$ cat config.mk
export PLATFORM = sky130hd
export DESIGN_NAME = hsync_gen
export DESIGN_NICKNAME = d
export VERILOG_FILES = /design/src/rtl/hsync_pkg.sv /design/src/rtl/hsync_ctrl.sv /design/src/rtl/hsync_dp.sv /design/src/rtl/hsync_gen.sv
export SDC_FILE = /design/constraint.sdc
export NUM_CORES = 1
export LEC_CHECK = 0
export ABC_AREA = 1
export BUFFER_PORTS_ARGS = -buffer_cell sky130_fd_sc_hd__buf_4
export CORE_MARGIN = 2
export CORE_UTILIZATION = 45
export CTS_CLUSTER_SIZE = 30
export DETAILED_ROUTE_END_ITERATION = 10
export SLEW_MARGIN = 0
export SYNTH_ARGS = -nofsm -noshare
export SYNTH_HDL_FRONTEND = slang
export SYNTH_SLANG_ARGS = --single-unit
$ cat constraint.sdc
create_clock -name clk -period 5.2 [get_ports clk]
set_clock_uncertainty 0.2 [all_clocks]
set_input_delay 1.56 -clock clk [delete_from_list [all_inputs] [get_ports clk]]
set_output_delay 1.56 -clock clk [all_outputs]
set_load 0.02 [all_outputs]
$ cat src/rtl/hsync_pkg.sv
package hsync_pkg;
  // Strobes handed from control to datapath each cycle
  typedef struct packed {
    logic reload;   // counter returns to zero at this edge
    logic syncHit;  // reload caused by an input sync in locked operation
  } hsync_stb_t;
endpackage

$ cat src/rtl/hsync_ctrl.sv
module hsync_ctrl
  import hsync_pkg::*;
#(
  parameter int CNT_W    = 12,
  parameter int TOL      = 16,
  parameter int GOOD_RUN = 4
) (
  input  logic             clk,
  input  logic             rstN,
  input  logic             freerunSel,
  input  logic             autoFreeEn,
  input  logic [CNT_W-1:0] lineTotal,
  input  logic             syncIn,
  input  logic             lineEnd,
  output hsync_stb_t       stb,
  output logic             freeActive,
  output logic             sigLost
);
  localparam int GAP_W  = CNT_W + 2;
  localparam int SPAN_W = GAP_W + 1;
  localparam int GOOD_W = $clog2(GOOD_RUN + 1);
  localparam logic [GAP_W-1:0]  GAP_MAX  = '1;
  localparam logic [SPAN_W-1:0] TOL_V    = SPAN_W'(TOL);
  localparam logic [GOOD_W-1:0] GOOD_TOP = GOOD_W'(GOOD_RUN);

  logic              syncD;
  logic              syncRise;
  logic [GAP_W-1:0]  gapCnt;
  logic [SPAN_W-1:0] spacing;
  logic [SPAN_W-1:0] lineExt;
  logic [SPAN_W-1:0] lossLimit;
  logic              spanOk;
  logic              lossHit;
  logic [GOOD_W-1:0] goodCnt;
  logic [GOOD_W-1:0] goodNext;
  logic              effFree;
  logic              wantFree;

  assign syncRise  = syncIn & ~syncD;
  assign spacing   = {1'b0, gapCnt} + SPAN_W'(1);
  assign lineExt   = SPAN_W'(lineTotal);
  assign lossLimit = lineExt + lineExt;
  assign spanOk    = (spacing + TOL_V >= lineExt) && (spacing <= lineExt + TOL_V);
  assign lossHit   = !syncRise && (spacing >= lossLimit);
  assign goodNext  = (goodCnt == GOOD_TOP) ? GOOD_TOP : goodCnt + GOOD_W'(1);

  assign wantFree    = freerunSel | (autoFreeEn & sigLost);
  assign stb.syncHit = syncRise & ~effFree;
  assign stb.reload  = lineEnd | stb.syncHit;
  assign freeActive  = effFree;

  always_ff @(posedge clk or negedge rstN) begin
    if (!rstN) begin
      syncD  <= 1'b0;
      gapCnt <= GAP_MAX;
    end else begin
      syncD <= syncIn;
      if (syncRise)              gapCnt <= '0;
      else if (gapCnt != GAP_MAX) gapCnt <= gapCnt + GAP_W'(1);
    end
  end

  always_ff @(posedge clk or negedge rstN) begin
    if (!rstN) begin
      goodCnt <= '0;
      sigLost <= 1'b1;
    end else if (syncRise) begin
      if (spanOk) begin
        goodCnt <= goodNext;
        if (goodNext >= GOOD_TOP) sigLost <= 1'b0;
      end else begin
        goodCnt <= '0;
      end
    end else if (lossHit) begin
      goodCnt <= '0;
      sigLost <= 1'b1;
    end
  end

  always_ff @(posedge clk or negedge rstN) begin
    if (!rstN)           effFree <= 1'b1;
    else if (stb.reload) effFree <= wantFree;
  end

  // mode in effect never moves between line boundaries
  p_mode_hold_r6: assert property (@(posedge clk) disable iff (!rstN)
    !stb.reload |=> $stable(freeActive));
  // presence is only regained on a sync edge
  p_clear_r8: assert property (@(posedge clk) disable iff (!rstN)
    $fell(sigLost) |-> $past(syncRise));
  // loss is only declared on a cycle without a sync edge
  p_loss_r7: assert property (@(posedge clk) disable iff (!rstN)
    $rose(sigLost) |-> !$past(syncRise));
endmodule

$ cat src/rtl/hsync_dp.sv
module hsync_dp
  import hsync_pkg::*;
#(
  parameter int CNT_W     = 12,
  parameter int PULSE_LEN = 64
) (
  input  logic             clk,
  input  logic             rstN,
  input  hsync_stb_t       stb,
  input  logic [CNT_W-1:0] lineTotal,
  input  logic             invertPol,
  output logic             lineEnd,
  output logic             hsyncOut
);
  localparam logic [CNT_W-1:0] PULSE_CNT = CNT_W'(PULSE_LEN);

  logic [CNT_W-1:0] pixCnt;
  logic             pulseAct;

  assign lineEnd  = (pixCnt == lineTotal - CNT_W'(1));
  assign pulseAct = (pixCnt < PULSE_CNT);
  assign hsyncOut = pulseAct ^ invertPol;

  always_ff @(posedge clk or negedge rstN) begin
    if (!rstN)           pixCnt <= '0;
    else if (stb.reload) pixCnt <= '0;
    else                 pixCnt <= pixCnt + CNT_W'(1);
  end

  // the line wraps after its last programmed pixel
  p_wrap_r2: assert property (@(posedge clk) disable iff (!rstN)
    (pixCnt == lineTotal - CNT_W'(1)) && $stable(lineTotal) |=> pixCnt == '0);
  // a locked sync restarts the line
  p_lock_r3: assert property (@(posedge clk) disable iff (!rstN)
    stb.syncHit |=> pixCnt == '0);
endmodule

$ cat src/rtl/hsync_gen.sv
module hsync_gen
  import hsync_pkg::*;
#(
  parameter int CNT_W     = 12,
  parameter int PULSE_LEN = 64,
  parameter int TOL       = 16,
  parameter int GOOD_RUN  = 4
) (
  input  logic             clk,
  input  logic             rstN,
  input  logic             freerunSel,
  input  logic             autoFreeEn,
  input  logic             invertPol,
  input  logic [CNT_W-1:0] lineTotal,
  input  logic             syncIn,
  output logic             hsyncOut,
  output logic             freeActive,
  output logic             sigLost
);
  hsync_stb_t stb;
  logic       lineEnd;

  hsync_ctrl #(.CNT_W(CNT_W), .TOL(TOL), .GOOD_RUN(GOOD_RUN)) uCtrl (
    .clk(clk), .rstN(rstN), .freerunSel(freerunSel), .autoFreeEn(autoFreeEn),
    .lineTotal(lineTotal), .syncIn(syncIn), .lineEnd(lineEnd), .stb(stb),
    .freeActive(freeActive), .sigLost(sigLost)
  );

  hsync_dp #(.CNT_W(CNT_W), .PULSE_LEN(PULSE_LEN)) uDp (
    .clk(clk), .rstN(rstN), .stb(stb), .lineTotal(lineTotal),
    .invertPol(invertPol), .lineEnd(lineEnd), .hsyncOut(hsyncOut)
  );
endmodule

After elaboration in Yosys (flattened, before gate mapping)
Index checks and enable logic that the tools add are counted.
{"block": "word_totals", "output_inout_bits": 3, "inputBits": 18, "register_bits": 32, "word_cells": 49}
{"block": "classes", "mux": 11, "eq_ne": 5, "add_sub_neg": 8, "order_cmp": 5, "bitwise": 8, "n_reduce_logical": 6}
{"operator": "two-way mux 14 bit", "count": 2}
{"operator": "adder 14 x 1 -> 15 bit (second input constant)", "count": 1}
{"operator": "adder 15 x 5 -> 15 bit (second input constant)", "count": 1}
{"operator": "greater-or-equal comparator 15 x 12 -> 1 bit", "count": 1}
{"operator": "greater-or-equal comparator 15 bit", "count": 1}
{"operator": "<= comparator 15 bit", "count": 1}
{"operator": "adder 14 x 1 -> 14 bit (second input constant)", "count": 1}
{"operator": "!= test 14 bit (second input constant)", "count": 1}
{"operator": "adder 12 x 12 -> 13 bit", "count": 1}
{"operator": "adder 12 x 5 -> 13 bit (second input constant)", "count": 1}
{"operator": "adder 12 x 1 -> 12 bit (second input constant)", "count": 1}
{"operator": "== test 12 bit", "count": 1}
{"operator": "< comparator 12 x 7 -> 1 bit (second input constant)", "count": 1}
{"operator": "two-way mux 12 bit", "count": 1}
{"operator": "two-way mux 3 bit", "count": 4}
{"operator": "subtractor 12 x 1 -> 12 bit (second input constant)", "count": 1}
{"operator": "two-way mux 1 bit", "count": 4}
{"operator": "!= test 2 bit (second input constant)", "count": 2}
{"operator": "nonzero test 2 bit", "count": 2}
{"operator": "adder 3 x 1 -> 3 bit (second input constant)", "count": 1}
{"operator": "bitwise AND 1 bit", "count": 3}
{"operator": "== test 3 bit (second input constant)", "count": 1}
{"operator": "greater-or-equal comparator 3 bit (second input constant)", "count": 1}
{"operator": "AND reduction 3 bit", "count": 1}
{"operator": "other kinds (5)", "count": 8}

Logic depth before layout (Yosys ltp)
{"block": "depth", "ltp_word": 6, "mapped_depth": 21}

Cells and area by module
A second synthesis with hierarchy kept.
{"block": "hier_totals", "hier_cells": 501, "area_unflattened_um2": 3404.5}
{"module": "hsync_ctrl", "area_each_um2": 2374.8, "n_inst": 1, "cells_each": 329, "seq_area_each_um2": 520.5}
{"module": "hsync_dp", "area_each_um2": 1029.7, "n_inst": 1, "cells_each": 172, "seq_area_each_um2": 300.3}

Worst setup path after synthesis
No wires, ideal clock.
{"block": "synth_timing", "path_kind": "in2out", "startpoint": "input port invertPol", "endpoint": "output port hsyncOut", "path_slack_ns": 1.498, "path_buffers": 0, "stages": 1, "t_arrival_ns": 1.942, "cell_sequence": "xnor2_1"}
{"block": "synth_via", "elab_chain_len": 1}
{"item": "start, declared", "line_no": "hsync_gen.sv:13", "text": "input logic invertPol,"}
{"item": "XOR 1 bit", "line_no": "hsync_dp.sv:22", "text": "assign hsyncOut = pulseAct ^ invertPol;"}
{"item": "end, declared", "line_no": "hsync_gen.sv:16", "text": "output logic hsyncOut,"}
No other way between the ends.

Final worst setup path
Ends and elaborated chain as after synthesis.

==> impl_metrics.json <==
{
  "synth-edff-count": 0,
  "reg2reg_to": "uCtrl.goodCnt[1]",
  "initial_core_util_pct": 46.4,
  "setup_violations": 0,
  "drc_errors": 0,
  "io_pins": 21,
  "nets": 554,
  "peakVddDrop_uv": 210,
  "synth_warnings": 0,
  "layout_commonest_cell": "nand2_1",
  "synthCells": 473,
  "crit_path_cell_trace": "buf_4 > xnor2_1 > buf_4",
  "area_delta_synth_final_pct": 10.1,
  "tightest_slew_ns": 0.448,
  "fmax_ghz": 0.268,
  "routed_wl_mm": 7.41,
  "final_layout_size_suffix_gt1_share_pct": 14.5,
  "hp-start": "uCtrl.sigLost",
  "ys_seq_area_share_pct": 24.4,
  "post-route-util_pct": 51.1,
  "post_cts_buffers": 0,
  "status": "complete, no violations",
  "cts-root-buf": "clkbuf_8",
  "diodes": 0,
  "postSynthAreaPerCell_sq_um": 7.11,
  "cp_slowest_stage_delay_ns": 0.16,
  "cp-start-kind": "input port",
  "synth_top_area_cell": "ha_1",
  "synth_ff_type": "dfstp_2",
  "antenna_found_initial": 0,
  "r2r_cells": 19,
  "maxCapViolations": 0,
  "cp_top_family": "buffers and inverters",
  "dr_total_vias": 2960,
  "worstHoldPathCells": 2,
  "drt-initial-drc-count": 110,
  "cp.required_ns": 3.44,
  "async_reset_ff_share_pct": 100,
  "fin_setup_tns_ns": 0,
  "gr-total-overflow": 0,
  "critPathKind": "in -> out",
  "grt_pass1_vias": 2960,
  "clk_latency_ns": 0.28,
  "firstDrtPassIters": 4,
  "syn_nets": 532,
  "post-dp-hpwl_mm": 6.19,
  "viasPerCell": 4.97,
  "worstPathMaxFanout": 1,
  "fp.dieW_um": 90.5,
  "crit_top_cell": "buf_4",
  "slew_violations": 0,
  "cts_buffers": 5,
  "synth_cell_type_count": 33,
  "ant_nets": 0,
  "grt_pass1_wl_mm": 13.1,
  "hold_viol": 0,
  "clkTransAtPathRegs_ns": 0.07,
  "cts-hold-fix-buffers": 0,
  "coreArea_sq_mm": 0.00725,
  "cts.sinks": 32,
  "rsz0062_at_grt": "false",
  "holdPathEnd": "uCtrl.sigLost",
  "slowest_stage": "buf_4",
  "p_leak_nw": 1.90,
  "place.gp.congestion": 0.820,
  "ctsResizeCount": 0,
  "die_h_um": 90.5,
  "clk_path_buf_depth": 2,
  "hp-class": "reg -> reg",
  "r2r_start": "uCtrl.gapCnt[0]",
  "rows": 31,
  "track_usage_pct": 19.6,
  "relSlewSlack_pct": 69.9,
  "yosys-top-cells-area": "ha_1 15%, nand2_1 13%, dfstp_2 12%, dfrtp_1 12%, xor2_1 8.6%",
  "endpoint_kind": "output pin",
  "syn-cell-area_sq_mm": 0.00336,
  "synth_top_area_share_pct": 15.2,
  "post-route-period-util_pct": 71.8,
  "ys_seq_elements": 32,
  "cp.arrival_ns": 1.97,
  "dieArea_sq_mm": 0.00818,
  "port_buffers": 20,
  "powerDensity_mw_per_mm2": 241,
  "crit_buf_inv": 2,
  "wire_per_inst_um": 12.5,
  "fillers": 737,
  "cts_tree": "built",
  "fin_crit_ns": 3.73,
  "grt_max_degree": 33,
  "most-common-layout-cells": "115 x nand2_1, 64 x inv_1, 46 x nor2_1",
  "regToRegSetupSlack_ns": 1.63,
  "htreeDepth": 2
}
-- synth_stat cells (8+ instances only) --
library cell	number
nand2_1	115
inv_1	64
nor2_1	46
ha_1	41
xor2_1	33
nand3_1	28
nand4_1	19
a21oi_1	17
dfrtp_1	16
dfstp_2	16
o21ai_0	13
nor3_1	8
xnor2_1	8
-- state kept, by name (all words and copies together) (netlist names) --
name              flops
uCtrl.freeActive      1
uCtrl.syncD           1
uDp.pixCnt           12
uCtrl.sigLost         1
uCtrl.gapCnt         14
uCtrl.goodCnt         3
-- worst max path at each step --
stage                             from             to  slack (ns)  depth (start not counted)
after global placement    lineTotal[4]  uCtrl.sigLost        1.26                         16
after CTS                    invertPol       hsyncOut        1.46                          3
after detailed placement  lineTotal[4]  uCtrl.sigLost        1.20                         16
after global routing      lineTotal[4]  uCtrl.sigLost        1.26                         16
final                        invertPol       hsyncOut        1.47                          3
after floorplan              invertPol       hsyncOut        1.50                          1
-- metrics by stage --
step | setup slack, ns | std cells | total power [W] | hold WS (ns) | cell area (sq um)
floorplan | 1.50 | 473 | 0.000607 | 0.263 | 3360
global route | 1.26 | 595 | 0.000977 | 0.296 | 3700
CTS | 1.46 | 595 | 0.000906 | 0.281 | 3700
detailed placement | 1.20 | 587 | 0.000698 | 0.271 | 3610
global placement | 1.26 | 587 | 0.000689 | 0.265 | 3610
finish | 1.47 | 595 | 0.000894 | 0.278 | 3700
-- tightest hold or removal path: stages (launching register included) --
cell and delay (ns):
dfstp_2 0.38, nand2_1 0.06, nand2_1 0.04
-- cell families (layout without fill, tap and decap cells) --
logic type               Yosys count  in the layout  share of synthesized area (%)
adder cells (fa/ha/maj)           41             41                           15.2
buffers and inverters             72             95                           8.40
AO/OA/AOI/OAI                     38             38                           6.25
AND/OR/NAND/NOR                  249            249                           35.0
flip-flops                        32             32                           24.4
XOR/XNOR                          41             41                           10.7
-- per-layer routing --
layer | track usage (%) | vias up | wire length [um]
met5 | 0 | - | 0
met4 | 6.79 | 0 | 176
met3 | 2.75 | 16 | 158
met2 | 35.9 | 36 | 3730
met1 | 23.2 | 1340 | 3350
li1 | - | 1568 | -
-- area by class of cell --
| cell class | instances | area (sq um) | share of cell area, % |
|---|---|---|---|
| clock buffers | 8 | 90.1 | 2.43 |
| inverters | 66 | 250 | 6.76 |
| multi-input cells | 369 | 2260 | 61.0 |
| flip-flops and latches | 32 | 821 | 22.2 |
| well taps | 99 | 124 | 3.34 |
| repair buffers | 21 | 158 | 4.26 |
-- power breakdown --
| group | total, W | switching [W] | internal [W] |
|---|---|---|---|
| registers | 0.000349 | 0.0000477 | 0.000302 |
| clock network | 0.000202 | 0.0000939 | 0.000108 |
| logic | 0.000343 | 0.000199 | 0.000143 |
| total | 0.000894 | 0.000341 | 0.000553 |
Power figures use the tool's default switching activity.
